**src/rtl/hsk_cpu_pkg.sv**
```systemverilog
package hsk_cpu_pkg;

    localparam int ADDR_W = 8;
    localparam int DATA_W = 8;
    localparam int OPC_W  = 3;
    localparam int IDX_W  = 2;

    localparam logic [OPC_W-1:0] OPC_NOP = 3'd0;
    localparam logic [OPC_W-1:0] OPC_MOV = 3'd1;
    localparam logic [OPC_W-1:0] OPC_DEC = 3'd2;
    localparam logic [OPC_W-1:0] OPC_JNZ = 3'd3;
    localparam logic [OPC_W-1:0] OPC_JMP = 3'd4;

    typedef enum logic [1:0] {
        ALU_NONE = 2'd0,
        ALU_LDA  = 2'd1,
        ALU_LDPC = 2'd2,
        ALU_DEC  = 2'd3
    } alu_op_e;

    // One handshake step: which servers fire together, and whether it ends the instruction
    typedef struct packed {
        logic    pcu;
        logic    ifu;
        logic    alu;
        alu_op_e aop;
        logic    last;
    } ustep_t;

    function automatic ustep_t mk_step(logic p, logic f, alu_op_e a, logic l);
        ustep_t s;
        s.pcu  = p;
        s.ifu  = f;
        s.alu  = (a != ALU_NONE);
        s.aop  = a;
        s.last = l;
        return s;
    endfunction

    localparam ustep_t BOOT_STEP = '{pcu: 1'b0, ifu: 1'b1, alu: 1'b0, aop: ALU_NONE, last: 1'b1};

    // Step schedule per instruction class; z is the zero flag taken at instruction start
    function automatic ustep_t step_of(logic [OPC_W-1:0] opc, logic z, logic [IDX_W-1:0] idx);
        ustep_t s;
        s = mk_step(1'b0, 1'b1, ALU_NONE, 1'b1);
        case (opc)
            OPC_MOV: begin
                case (idx)
                    2'd0:    s = mk_step(1'b1, 1'b0, ALU_NONE, 1'b0);
                    2'd1:    s = mk_step(1'b0, 1'b1, ALU_NONE, 1'b0);
                    2'd2:    s = mk_step(1'b1, 1'b0, ALU_LDA,  1'b0);
                    default: s = mk_step(1'b0, 1'b1, ALU_NONE, 1'b1);
                endcase
            end
            OPC_DEC: begin
                if (idx == 2'd0) s = mk_step(1'b1, 1'b0, ALU_DEC, 1'b0);
                else             s = mk_step(1'b0, 1'b1, ALU_NONE, 1'b1);
            end
            OPC_JNZ, OPC_JMP: begin
                if (opc == OPC_JNZ && z) begin
                    case (idx)
                        2'd0:    s = mk_step(1'b1, 1'b0, ALU_NONE, 1'b0);
                        2'd1:    s = mk_step(1'b1, 1'b0, ALU_NONE, 1'b0);
                        default: s = mk_step(1'b0, 1'b1, ALU_NONE, 1'b1);
                    endcase
                end else begin
                    case (idx)
                        2'd0:    s = mk_step(1'b1, 1'b0, ALU_NONE, 1'b0);
                        2'd1:    s = mk_step(1'b0, 1'b1, ALU_NONE, 1'b0);
                        2'd2:    s = mk_step(1'b0, 1'b0, ALU_LDPC, 1'b0);
                        default: s = mk_step(1'b0, 1'b1, ALU_NONE, 1'b1);
                    endcase
                end
            end
            default: begin
                if (idx == 2'd0) s = mk_step(1'b1, 1'b0, ALU_NONE, 1'b0);
                else             s = mk_step(1'b0, 1'b1, ALU_NONE, 1'b1);
            end
        endcase
        return s;
    endfunction

endpackage

```
**src/rtl/hsk_pc_unit.sv**
```systemverilog
module hsk_pc_unit
    import hsk_cpu_pkg::*;
#(
    parameter int AW = ADDR_W
) (
    input  logic          clk,
    input  logic          rst,
    input  logic          req,
    output logic          ack,
    input  logic          load_en,
    input  logic [AW-1:0] load_val,
    output logic [AW-1:0] pc
);
    logic fire;
    assign fire = req && !ack;

    always_ff @(posedge clk) begin
        if (rst) begin
            ack <= 1'b0;
            pc  <= '0;
        end else begin
            ack <= req;
            if (fire)         pc <= pc + 1'b1;
            else if (load_en) pc <= load_val;
        end
    end
endmodule

```
**src/rtl/hsk_fetch_unit.sv**
```systemverilog
module hsk_fetch_unit
    import hsk_cpu_pkg::*;
#(
    parameter int AW = ADDR_W,
    parameter int DW = DATA_W
) (
    input  logic          clk,
    input  logic          rst,
    input  logic          req,
    output logic          ack,
    input  logic [AW-1:0] pc,
    output logic [AW-1:0] mem_addr,
    input  logic [DW-1:0] mem_data,
    output logic [DW-1:0] ir
);
    logic fire;
    assign fire     = req && !ack;
    assign mem_addr = pc;

    always_ff @(posedge clk) begin
        if (rst) begin
            ack <= 1'b0;
            ir  <= '0;
        end else begin
            ack <= req;
            if (fire) ir <= mem_data;
        end
    end
endmodule

```
**src/rtl/hsk_alu_unit.sv**
```systemverilog
module hsk_alu_unit
    import hsk_cpu_pkg::*;
#(
    parameter int AW = ADDR_W,
    parameter int DW = DATA_W
) (
    input  logic          clk,
    input  logic          rst,
    input  logic          req,
    output logic          ack,
    input  alu_op_e       op,
    input  logic [DW-1:0] ir,
    output logic [DW-1:0] acc,
    output logic          zero,
    output logic          pc_load_en,
    output logic [AW-1:0] pc_load_val
);
    logic fire;
    assign fire        = req && !ack;
    assign zero        = (acc == '0);
    assign pc_load_en  = fire && (op == ALU_LDPC);
    assign pc_load_val = ir[AW-1:0];

    always_ff @(posedge clk) begin
        if (rst) begin
            ack <= 1'b0;
            acc <= '0;
        end else begin
            ack <= req;
            if (fire) begin
                case (op)
                    ALU_LDA: acc <= ir;
                    ALU_DEC: acc <= acc - 1'b1;
                    default: acc <= acc;
                endcase
            end
        end
    end
endmodule

```
**src/rtl/hsk_sequencer.sv**
```systemverilog
module hsk_sequencer
    import hsk_cpu_pkg::*;
(
    input  logic             clk,
    input  logic             rst,
    input  logic             start_i,
    input  logic [OPC_W-1:0] ir_opc,
    input  logic             zero_i,
    input  logic             pcu_ack,
    input  logic             ifu_ack,
    input  logic             alu_ack,
    output logic             pcu_req,
    output logic             ifu_req,
    output logic             alu_req,
    output alu_op_e          alu_op,
    output logic             done_o
);
    typedef enum logic [1:0] {SQ_IDLE, SQ_REQ, SQ_REL} sq_state_e;

    sq_state_e        state_q;
    logic             boot_q;
    logic             run_q;
    logic [OPC_W-1:0] op_q;
    logic             z_q;
    logic [IDX_W-1:0] idx_q;
    logic             done_q;
    ustep_t           cur;
    logic             in_req, all_ack, none_ack;

    always_comb begin
        cur = boot_q ? BOOT_STEP : step_of(op_q, z_q, idx_q);
    end

    assign in_req   = (state_q == SQ_REQ);
    assign pcu_req  = in_req && cur.pcu;
    assign ifu_req  = in_req && cur.ifu;
    assign alu_req  = in_req && cur.alu;
    assign alu_op   = cur.aop;
    assign all_ack  = (!cur.pcu || pcu_ack) && (!cur.ifu || ifu_ack) && (!cur.alu || alu_ack);
    assign none_ack = !(pcu_ack || ifu_ack || alu_ack);
    assign done_o   = done_q;

    always_ff @(posedge clk) begin
        if (rst) begin
            state_q <= SQ_REQ;
            boot_q  <= 1'b1;
            run_q   <= 1'b0;
            op_q    <= '0;
            z_q     <= 1'b0;
            idx_q   <= '0;
            done_q  <= 1'b0;
        end else begin
            done_q <= 1'b0;
            if (start_i) run_q <= 1'b1;
            case (state_q)
                SQ_IDLE: begin
                    if (run_q || start_i) begin
                        op_q    <= ir_opc;
                        z_q     <= zero_i;
                        idx_q   <= '0;
                        state_q <= SQ_REQ;
                    end
                end
                SQ_REQ: begin
                    if (all_ack) state_q <= SQ_REL;
                end
                SQ_REL: begin
                    if (none_ack) begin
                        if (boot_q) begin
                            boot_q  <= 1'b0;
                            state_q <= SQ_IDLE;
                        end else if (cur.last) begin
                            done_q  <= 1'b1;
                            op_q    <= ir_opc;
                            z_q     <= zero_i;
                            idx_q   <= '0;
                            state_q <= SQ_REQ;
                        end else begin
                            idx_q   <= idx_q + 1'b1;
                            state_q <= SQ_REQ;
                        end
                    end
                end
                default: state_q <= SQ_IDLE;
            endcase
        end
    end
endmodule

```
**src/rtl/hsk_acc_cpu.sv**
```systemverilog
module hsk_acc_cpu
    import hsk_cpu_pkg::*;
#(
    parameter int ADDR_W_P = ADDR_W,
    parameter int DATA_W_P = DATA_W
) (
    input  logic                clk,
    input  logic                rst,
    input  logic                start_i,
    output logic [ADDR_W_P-1:0] imem_addr_o,
    input  logic [DATA_W_P-1:0] imem_data_i,
    output logic [ADDR_W_P-1:0] pc_o,
    output logic [DATA_W_P-1:0] acc_o,
    output logic                zero_o,
    output logic                done_o
);
    logic                pcu_req, pcu_ack, ifu_req, ifu_ack, alu_req, alu_ack;
    logic                pc_load_en;
    logic [ADDR_W_P-1:0] pc_load_val;
    logic [ADDR_W_P-1:0] pc_q;
    logic [DATA_W_P-1:0] ir_q;
    logic [DATA_W_P-1:0] acc_q;
    logic                zero_w;
    alu_op_e             alu_op;

    hsk_sequencer u_seq (
        .clk     (clk),
        .rst     (rst),
        .start_i (start_i),
        .ir_opc  (ir_q[OPC_W-1:0]),
        .zero_i  (zero_w),
        .pcu_ack (pcu_ack),
        .ifu_ack (ifu_ack),
        .alu_ack (alu_ack),
        .pcu_req (pcu_req),
        .ifu_req (ifu_req),
        .alu_req (alu_req),
        .alu_op  (alu_op),
        .done_o  (done_o)
    );

    hsk_pc_unit #(.AW(ADDR_W_P)) u_pcu (
        .clk      (clk),
        .rst      (rst),
        .req      (pcu_req),
        .ack      (pcu_ack),
        .load_en  (pc_load_en),
        .load_val (pc_load_val),
        .pc       (pc_q)
    );

    hsk_fetch_unit #(.AW(ADDR_W_P), .DW(DATA_W_P)) u_ifu (
        .clk      (clk),
        .rst      (rst),
        .req      (ifu_req),
        .ack      (ifu_ack),
        .pc       (pc_q),
        .mem_addr (imem_addr_o),
        .mem_data (imem_data_i),
        .ir       (ir_q)
    );

    hsk_alu_unit #(.AW(ADDR_W_P), .DW(DATA_W_P)) u_alu (
        .clk         (clk),
        .rst         (rst),
        .req         (alu_req),
        .ack         (alu_ack),
        .op          (alu_op),
        .ir          (ir_q),
        .acc         (acc_q),
        .zero        (zero_w),
        .pc_load_en  (pc_load_en),
        .pc_load_val (pc_load_val)
    );

    assign pc_o   = pc_q;
    assign acc_o  = acc_q;
    assign zero_o = zero_w;
endmodule

```
**config.mk**
```make
export PLATFORM = sky130hd
export DESIGN_NAME = hsk_acc_cpu
export DESIGN_NICKNAME = d
export VERILOG_FILES = /design/src/rtl/hsk_cpu_pkg.sv /design/src/rtl/hsk_pc_unit.sv /design/src/rtl/hsk_fetch_unit.sv /design/src/rtl/hsk_alu_unit.sv /design/src/rtl/hsk_sequencer.sv /design/src/rtl/hsk_acc_cpu.sv
export SDC_FILE = /design/constraint.sdc
export NUM_CORES = 1
export LEC_CHECK = 0
export BUFFER_PORTS_ARGS = -buffer_cell sky130_fd_sc_hd__clkbuf_2
export CAP_MARGIN = 15
export CORE_ASPECT_RATIO = 1.75
export CORE_MARGIN = 4
export CORE_UTILIZATION = 40
export DETAILED_ROUTE_END_ITERATION = 12
export GPL_ROUTABILITY_DRIVEN = 0
export SLEW_MARGIN = 20
export SYNTH_ARGS = -nofsm -noshare
export SYNTH_HDL_FRONTEND = slang
export SYNTH_SLANG_ARGS = --single-unit
```
**constraint.sdc**
```tcl
create_clock -name clk -period 2.2 [get_ports clk]
set_clock_uncertainty 0.1 [all_clocks]
set_input_delay 0.44 -clock clk [delete_from_list [all_inputs] [get_ports clk]]
set_output_delay 0.44 -clock clk [all_outputs]
set_load 0.01 [all_outputs]
```
==> impl_metrics.csv, run 1 <==
group,metric,value,unit
clock_network,cts_tree,"built",
synth,avgSynthCellArea,8.18,um2
global_routing,first_global_vias,2238,
worst_hold_path,min_to,"u_ifu.ir[2]",
floorplanning,coreArea,5880,um2
placed_design,placed_area,2700,um2
clock_network,htreeDepth,2,
finish,syn_to_final_growth,20.1,%
sta,tightest_slew,598,ps
synth,yosysSeqAreaShare,31.6,%
worst_setup_path,worstSetupPathType,"flip-flop to output pin",
power,p_total,0.00167,W
floorplanning,num_io_pins,37,
synth,synth_edf_count,0,
sta,setup_tns,0,ps
worst_hold_path,hold_depth,3,
synth,synthArstFlopShare,0,%
global_routing,track_usage,18.6,%
power,powerDensity,578,nW/um2
placed_design,io_buffers,36,
routing,vias,2325,
clock_network,holdBufCountCts,0,
power,ir_drop,0.376,mV
power,leakage,1.08,nW
clock_network,numClockSinks,38,
global_routing,grt-ovfl-total,0,
worst_hold_path,min-delay-start,"imem_data_i[2]",
clock_network,root_buffer,"clkbuf_8",
worst_setup_path,r2r-start,"u_seq.idx_q[0]",
finish,fillCellCount,598,
finish,regArea,766,um2
clock_network,clk_latency,290,ps
global_routing,antenna_found_initial,0,
synth,netlist_top_cells_area,"dfxtp_1 (32%), a21oi_1 (5.6%), nand3_1 (5.6%)",
synth,syn-num-nets,314,
placed_design,dp_slack,-36.9,ps
synth,synth_cell_types,54,
sta,final-hold-violation-count,0,
floorplanning,fp.dieW,66.6,um
synth,ys_warn_count,0,
synth,ys.flop_type,"dfxtp_1",
run,maxCapViolCount,0,
worst_hold_path,hold_class,"input port to flip-flop",
floorplanning,row_count,37,
worst_setup_path,start_kind,"flip-flop",
worst_setup_path,r2r-end,"u_seq.op_q[1]",
finish,multi_input_area,1520,um2
global_routing,grt_max_degree,27,
synth,syn_area,2400,um2
worst_setup_path,reg2reg_slack,110,ps
worst_setup_path,critPathRequiredTime,1660,ps
sta,setup_slack,77.0,ps
sta,slew_viol_final,0,
global_routing,grt_pass1_wl,10.7,mm
routing,drtIter0Drc,60,
clock_network,clk_pin_slew,80,ps
global_routing,grtUsageMet3,2.75,%
floorplanning,die_area,7370,um2
worst_setup_path,worstPathCellList,"nor3_1, nand3_1, nor3b_1, buf_4, clkbuf_2",
synth,ys_ff_latch,38,
finish,layout-drive-gt1-share,30.0,%
routing,vias_per_cell,5.56,
synth,netlist_instances,294,
worst_setup_path,rr_worst_depth,8,
sta,slew_headroom,60.2,%
finish,n_antenna_cell,0,
synth,synth_top_area_share,31.6,%
clock_network,cts_buffers,5,
worst_setup_path,cpMaxStageDelayCell,"dfxtp_1",
synth,yosysTopAreaCell,"dfxtp_1",
status,status,"finished clean",
routing,first_pass_iters,4,
global_routing,met2_usage,34.6,%
finish,fin_nets,360,
floorplanning,start_util,40.9,%
sta,fin_crit,2120,ps
clock_network,clock_path_buffers,2,
routing,routedWlPerCell,15.9,um
worst_setup_path,max_stage_delay,370,ps
sta,grt_setup_unrepaired,"false",
global_routing,grt.busiest_layer,"met2",
routing,wirelength,6.66,mm
routing,postRouteAntennaNets,0,
floorplanning,die_h,111,um
sta,final.period_utilization,96.5,%
worst_setup_path,end_kind,"output pin",
sta,setup_viol,0,
worst_setup_path,path_max_fanout,7,
placed_design,dp_hpwl,4.98,mm
global_routing,use_met1,20.6,%
sta,fmax,0.471,GHz
routing,drc,0,
finish,fin_area,2890,um2
worst_setup_path,worstPathArrival,1580,ps
[worst max-delay path: cells and delay by family (launching register included)]
| kind | cells | cell delay, ps |
|---|---|---|
| buffers and inverters | 2 | 270 |
| DFF | 1 | 370 |
| and+or+nand+nor | 3 | 650 |
[synthesized netlist by cell type, drive strengths merged, types with 2 or more instances]
cell and count:
o21ai 20, nand3b 5, a21oi 27, buf 19, a21o 9, nor2b 7
a31oi 8, ha 9, and4bb 2, mux2i 3, nand2b 3, nand2 23
a211oi 3, nor3b 6, a211o 3, or2 5, o211ai 4, o21a 2
or3 9, nor2 13, nor4b 5, nand3 27, o211a 4, dfxtp 38
inv 9, o32ai 2, nor3 9, clkbuf 5, a311oi 2
[placed cells by master, fill, tap and decap left out, types with 2 or more instances in the layout]
cell | netlist | final
a211o_1 | 3 | 2
a21o_1 | 9 | 9
a21oi_1 | 27 | 25
a21oi_2 | 0 | 2
a311oi_1 | 2 | 2
a31oi_1 | 8 | 8
buf_4 | 10 | 26
clkbuf_2 | 0 | 36
clkbuf_8 | 0 | 5
clkinv_2 | 0 | 2
dfxtp_1 | 38 | 34
dfxtp_2 | 0 | 4
ha_1 | 9 | 7
ha_4 | 0 | 2
inv_1 | 9 | 7
mux2i_1 | 3 | 3
nand2_1 | 23 | 23
nand2b_1 | 3 | 3
nand3_1 | 27 | 27
nand3b_1 | 5 | 5
nor2_1 | 12 | 11
nor2b_1 | 7 | 7
nor3_1 | 8 | 8
nor3b_1 | 5 | 3
nor3b_2 | 1 | 3
nor4b_1 | 5 | 4
o211a_1 | 4 | 4
o211ai_1 | 4 | 4
o21ai_0 | 18 | 17
o21ai_1 | 2 | 2
o32ai_1 | 2 | 2
or2_2 | 4 | 4
or3_1 | 8 | 8
[layout make-up]
class | instances | share of cell area (%)
flip-flops and latches | 38 | 26.5
multi-input cells | 223 | 52.7
repair buffers | 63 | 13.4
clock buffers | 5 | 2.38
clock inverters | 2 | 0.347
inverters | 9 | 1.26
well taps | 78 | 3.38
[per-stage QoR]
step,hold WS [ps],std cells,utilization [%]
after floorplan,326,294,-
after global placement,362,407,46.0
after detailed placement,371,407,46.0
after CTS,277,415,47.6
after global routing,295,418,49.1
final,278,418,49.1
[logic make-up after synthesis]
logic type / after synthesis / synth area share (%)
AOI/OAI and AO/OA: 91 / 25.8
adders and majority gates: 9 / 4.68
buffers and inverters: 33 / 7.86
DFF: 38 / 31.6
muxes: 4 / 1.72
and+or+nand+nor: 119 / 28.4
[power breakdown]
part           switching (W)  internal, W
registers          0.0000858     0.000751
logic               0.000203     0.000156
clock network       0.000260     0.000213
[what timing repair did]
| action | 4_1_cts | 5_1_grt |
|---|---|---|
| pin swaps | 1 | 9 |
| gates resized for setup | 3 | 18 |
| setup buffers | 1 | 3 |
| setup endpoints to repair | 4 | 29 |
[metal layers]
layer  vias to the layer above  part of all wire (%)
met5                         -                     0
met4                         0                   2.1
met3                        15                   3.7
met2                        71                    55
met1                      1072                    39
li1                       1167                     -
[flip-flops by register name (all words and copies together) (netlist names)]
signal / cells
u_alu.acc: 8
u_ifu.ir: 8
u_pcu.pc: 8
u_seq.op_q: 3
u_seq.idx_q: 2
u_seq.state_q: 2
u_alu.ack: 1
u_ifu.ack: 1
u_pcu.ack: 1
u_seq.boot_q: 1
u_seq.done_o: 1
u_seq.run_q: 1
u_seq.z_q: 1
[worst max-delay path by stage]
stage | from | endpoint | slack (ps) | cells past startpoint
finish | u_alu.acc[4] | zero_o | 80 | 5
global route | u_alu.acc[4] | zero_o | 0.5 | 5
CTS | u_seq.op_q[1] | u_alu.acc[5] | 9 | 5
detailed placement | u_seq.idx_q[1] | u_alu.acc[4] | -40 | 7
global placement | u_seq.idx_q[1] | u_alu.acc[4] | -100 | 7
floorplan | u_seq.idx_q[0] | u_alu.acc[5] | 20 | 9
Note: power is estimated with default switching activity, not from simulation.
==> inputs of run 2 (changes only) <==
- CORE_UTILIZATION: 40 -> 45
- PLACE_DENSITY: not set -> 0.68
==> impl_metrics.csv, run 2 (synthesis gave the netlist of run 1 again) <==
group,metric,value,unit
sta,fmax,0.478,GHz
worst_setup_path,critPathRequiredTime,2280,ps
routing,wirelength,6.33,mm
power,leakage,1.03,nW
clock_network,clk_pin_slew,80,ps
global_routing,met2_usage,36.5,%
worst_setup_path,path_max_fanout,6,
power,p_switching,0.000545,W
finish,fin_nets,353,
global_routing,use_met1,20.1,%
routing,drtIter0Drc,75,
global_routing,grt-ovfl-total,0,
sta,slew_headroom,56.3,%
clock_network,clk_latency,290,ps
finish,postLayoutCoreUtil,53.3,%
floorplanning,die_area,6620,um2
sta,fin_crit,2090,ps
routing,vias_per_cell,5.97,
global_routing,grt.busiest_layer,"met2",
routing,first_pass_iters,4,
clock_network,clock_path_buffers,2,
worst_setup_path,worstSetupPathType,"flip-flop to flip-flop",
placed_design,io_buffers,36,
power,ir_drop,0.354,mV
floorplanning,row_count,35,
power,p_int,0.00112,W
run,maxCapViolCount,0,
floorplanning,num_io_pins,37,
floorplanning,coreArea,5210,um2
floorplanning,fp.dieW,63.3,um
clock_network,cts_buffers,5,
finish,fin_area,2780,um2
power,p_seq_share,50.5,%
global_routing,track_usage,19.7,%
sta,tightest_slew,653,ps
power,p_comb_share,21.0,%
global_routing,first_global_vias,2312,
finish,n_antenna_cell,0,
placed_design,dp_hpwl,4.84,mm
finish,layout-drive-gt1-share,27.6,%
sta,final.period_utilization,95.0,%
finish,layout_commonest_cell,"clkbuf_2",
clock_network,holdBufCountCts,0,
worst_setup_path,worstPathArrival,2170,ps
power,p_clk_share,28.5,%
worst_setup_path,end_kind,"flip-flop",
sta,final-hold-violation-count,0,
global_routing,antenna_found_initial,0,
routing,drc,0,
routing,vias,2318,
finish,syn_to_final_growth,15.5,%
worst_setup_path,start_kind,"flip-flop",
global_routing,grtUsageMet3,3.33,%
global_routing,grt_max_degree,21,
worst_hold_path,hold_class,"input port to flip-flop",
power,swShare,32.8,%
finish,reg_top3,"u_alu.acc: 8 flops, u_ifu.ir: 8 flops, u_pcu.pc: 8 flops",
global_routing,grt_pass1_wl,10.5,mm
power,powerDensity,599,nW/um2
finish,mostFrequentLayoutCells,"clkbuf_2 (36), dfxtp_1 (33), nand3_1 (27), a21oi_1 (26), nand2_1 (23)",
clock_network,cts_tree,"built",
worst_setup_path,crit_path_frequent_cell,"o21ai_0",
floorplanning,start_util,46.1,%
worst_setup_path,max_stage_delay,400,ps
sta,grt_setup_unrepaired,"true",
clock_network,cts_setup_buffers,0,
worst_setup_path,worstPathCellList,"inv_2, ha_2, nand3b_1, a211o_4, buf_4, a211o_1, o21ai_0, o21ai_0",
clock_network,root_buffer,"clkbuf_8",
sta,setup_tns,0,ps
sta,slew_viol_final,0,
worst_setup_path,cpMaxStageDelayCell,"a211o_4",
sta,setup_viol,0,
routing,routedWlPerCell,16.3,um
clock_network,numClockSinks,38,
placed_design,placed_area,2650,um2
clock_network,htreeDepth,2,
floorplanning,die_h,105,um
status,status,"finished clean",
routing,postRouteAntennaNets,0,
-- run 2: final cells by class --
| cell class | count | area (um2) |
|---|---|---|
| Clock buffer | 5 | 68.8 |
| Clock inverter | 2 | 15.0 |
| Fill cell | 508 | 2430 |
| Inverter | 9 | 33.8 |
| Multi-Input combinational cell | 223 | 1490 |
| Sequential cell | 38 | 767 |
| Tap cell | 55 | 68.8 |
| Timing Repair Buffer | 56 | 330 |
-- run 2: critical path, delay by kind of cell (launching register included) --
family | cells | cell delay, ps
buf+inv | 2 | 260
fa+ha+maj | 1 | 210
flops | 1 | 320
compound gates | 4 | 960
simple gates | 1 | 130
-- run 2: path summary, 6_finish.rpt --
| path | slack, ps | from | end | cells past startpoint |
|---|---|---|---|---|
| max | 110 | u_seq.idx_q[0] | u_alu.acc[4] | 8 |
| min | 270 | imem_data_i[6] | u_ifu.ir[6] | 3 |
| max reg2reg | 110 | u_seq.idx_q[0] | u_alu.acc[4] | 8 |
| min reg2reg | 390 | u_seq.run_q | u_seq.run_q | 2 |
-- run 2: metal layers --
layer / vias to the layer above / wire length [um] / share of wire (%)
met4: 0 / 249 / 3.9
met1: 1072 / 2380 / 38
met2: 77 / 3450 / 55
li1: 1149 / - / -
met5: - / 0 / 0
met3: 20 / 246 / 3.9
-- run 2: per-stage QoR --
step | std cells | power [W] | hold slack (ps) | setup slack [ps]
after floorplan | 294 | 0.00108 | 326 | 24.7
after global placement | 381 | 0.00119 | 355 | 43.5
after detailed placement | 381 | 0.00119 | 384 | 38.9
after CTS | 388 | 0.00167 | 264 | 27.3
after global routing | 388 | 0.00175 | 281 | -37.3
final | 388 | 0.00166 | 273 | 110
-- run 2: repair_timing --
item | 4_1_cts | 5_1_grt
gates cloned | 0 | 0
pin swaps | 0 | 1
gates resized for setup | 1 | 13
setup endpoints to repair | 1 | 24
-- run 2: power groups by stage --
stage          registers, W  logic [W]  clock network, W
6_report           0.000839   0.000350          0.000473
5_1_grt            0.000850   0.000389          0.000515
4_1_cts            0.000835   0.000346          0.000487
3_5_place_dp       0.000851   0.000343                 0
3_3_place_gp       0.000852   0.000338                 0
2_1_floorplan      0.000811   0.000269                 0
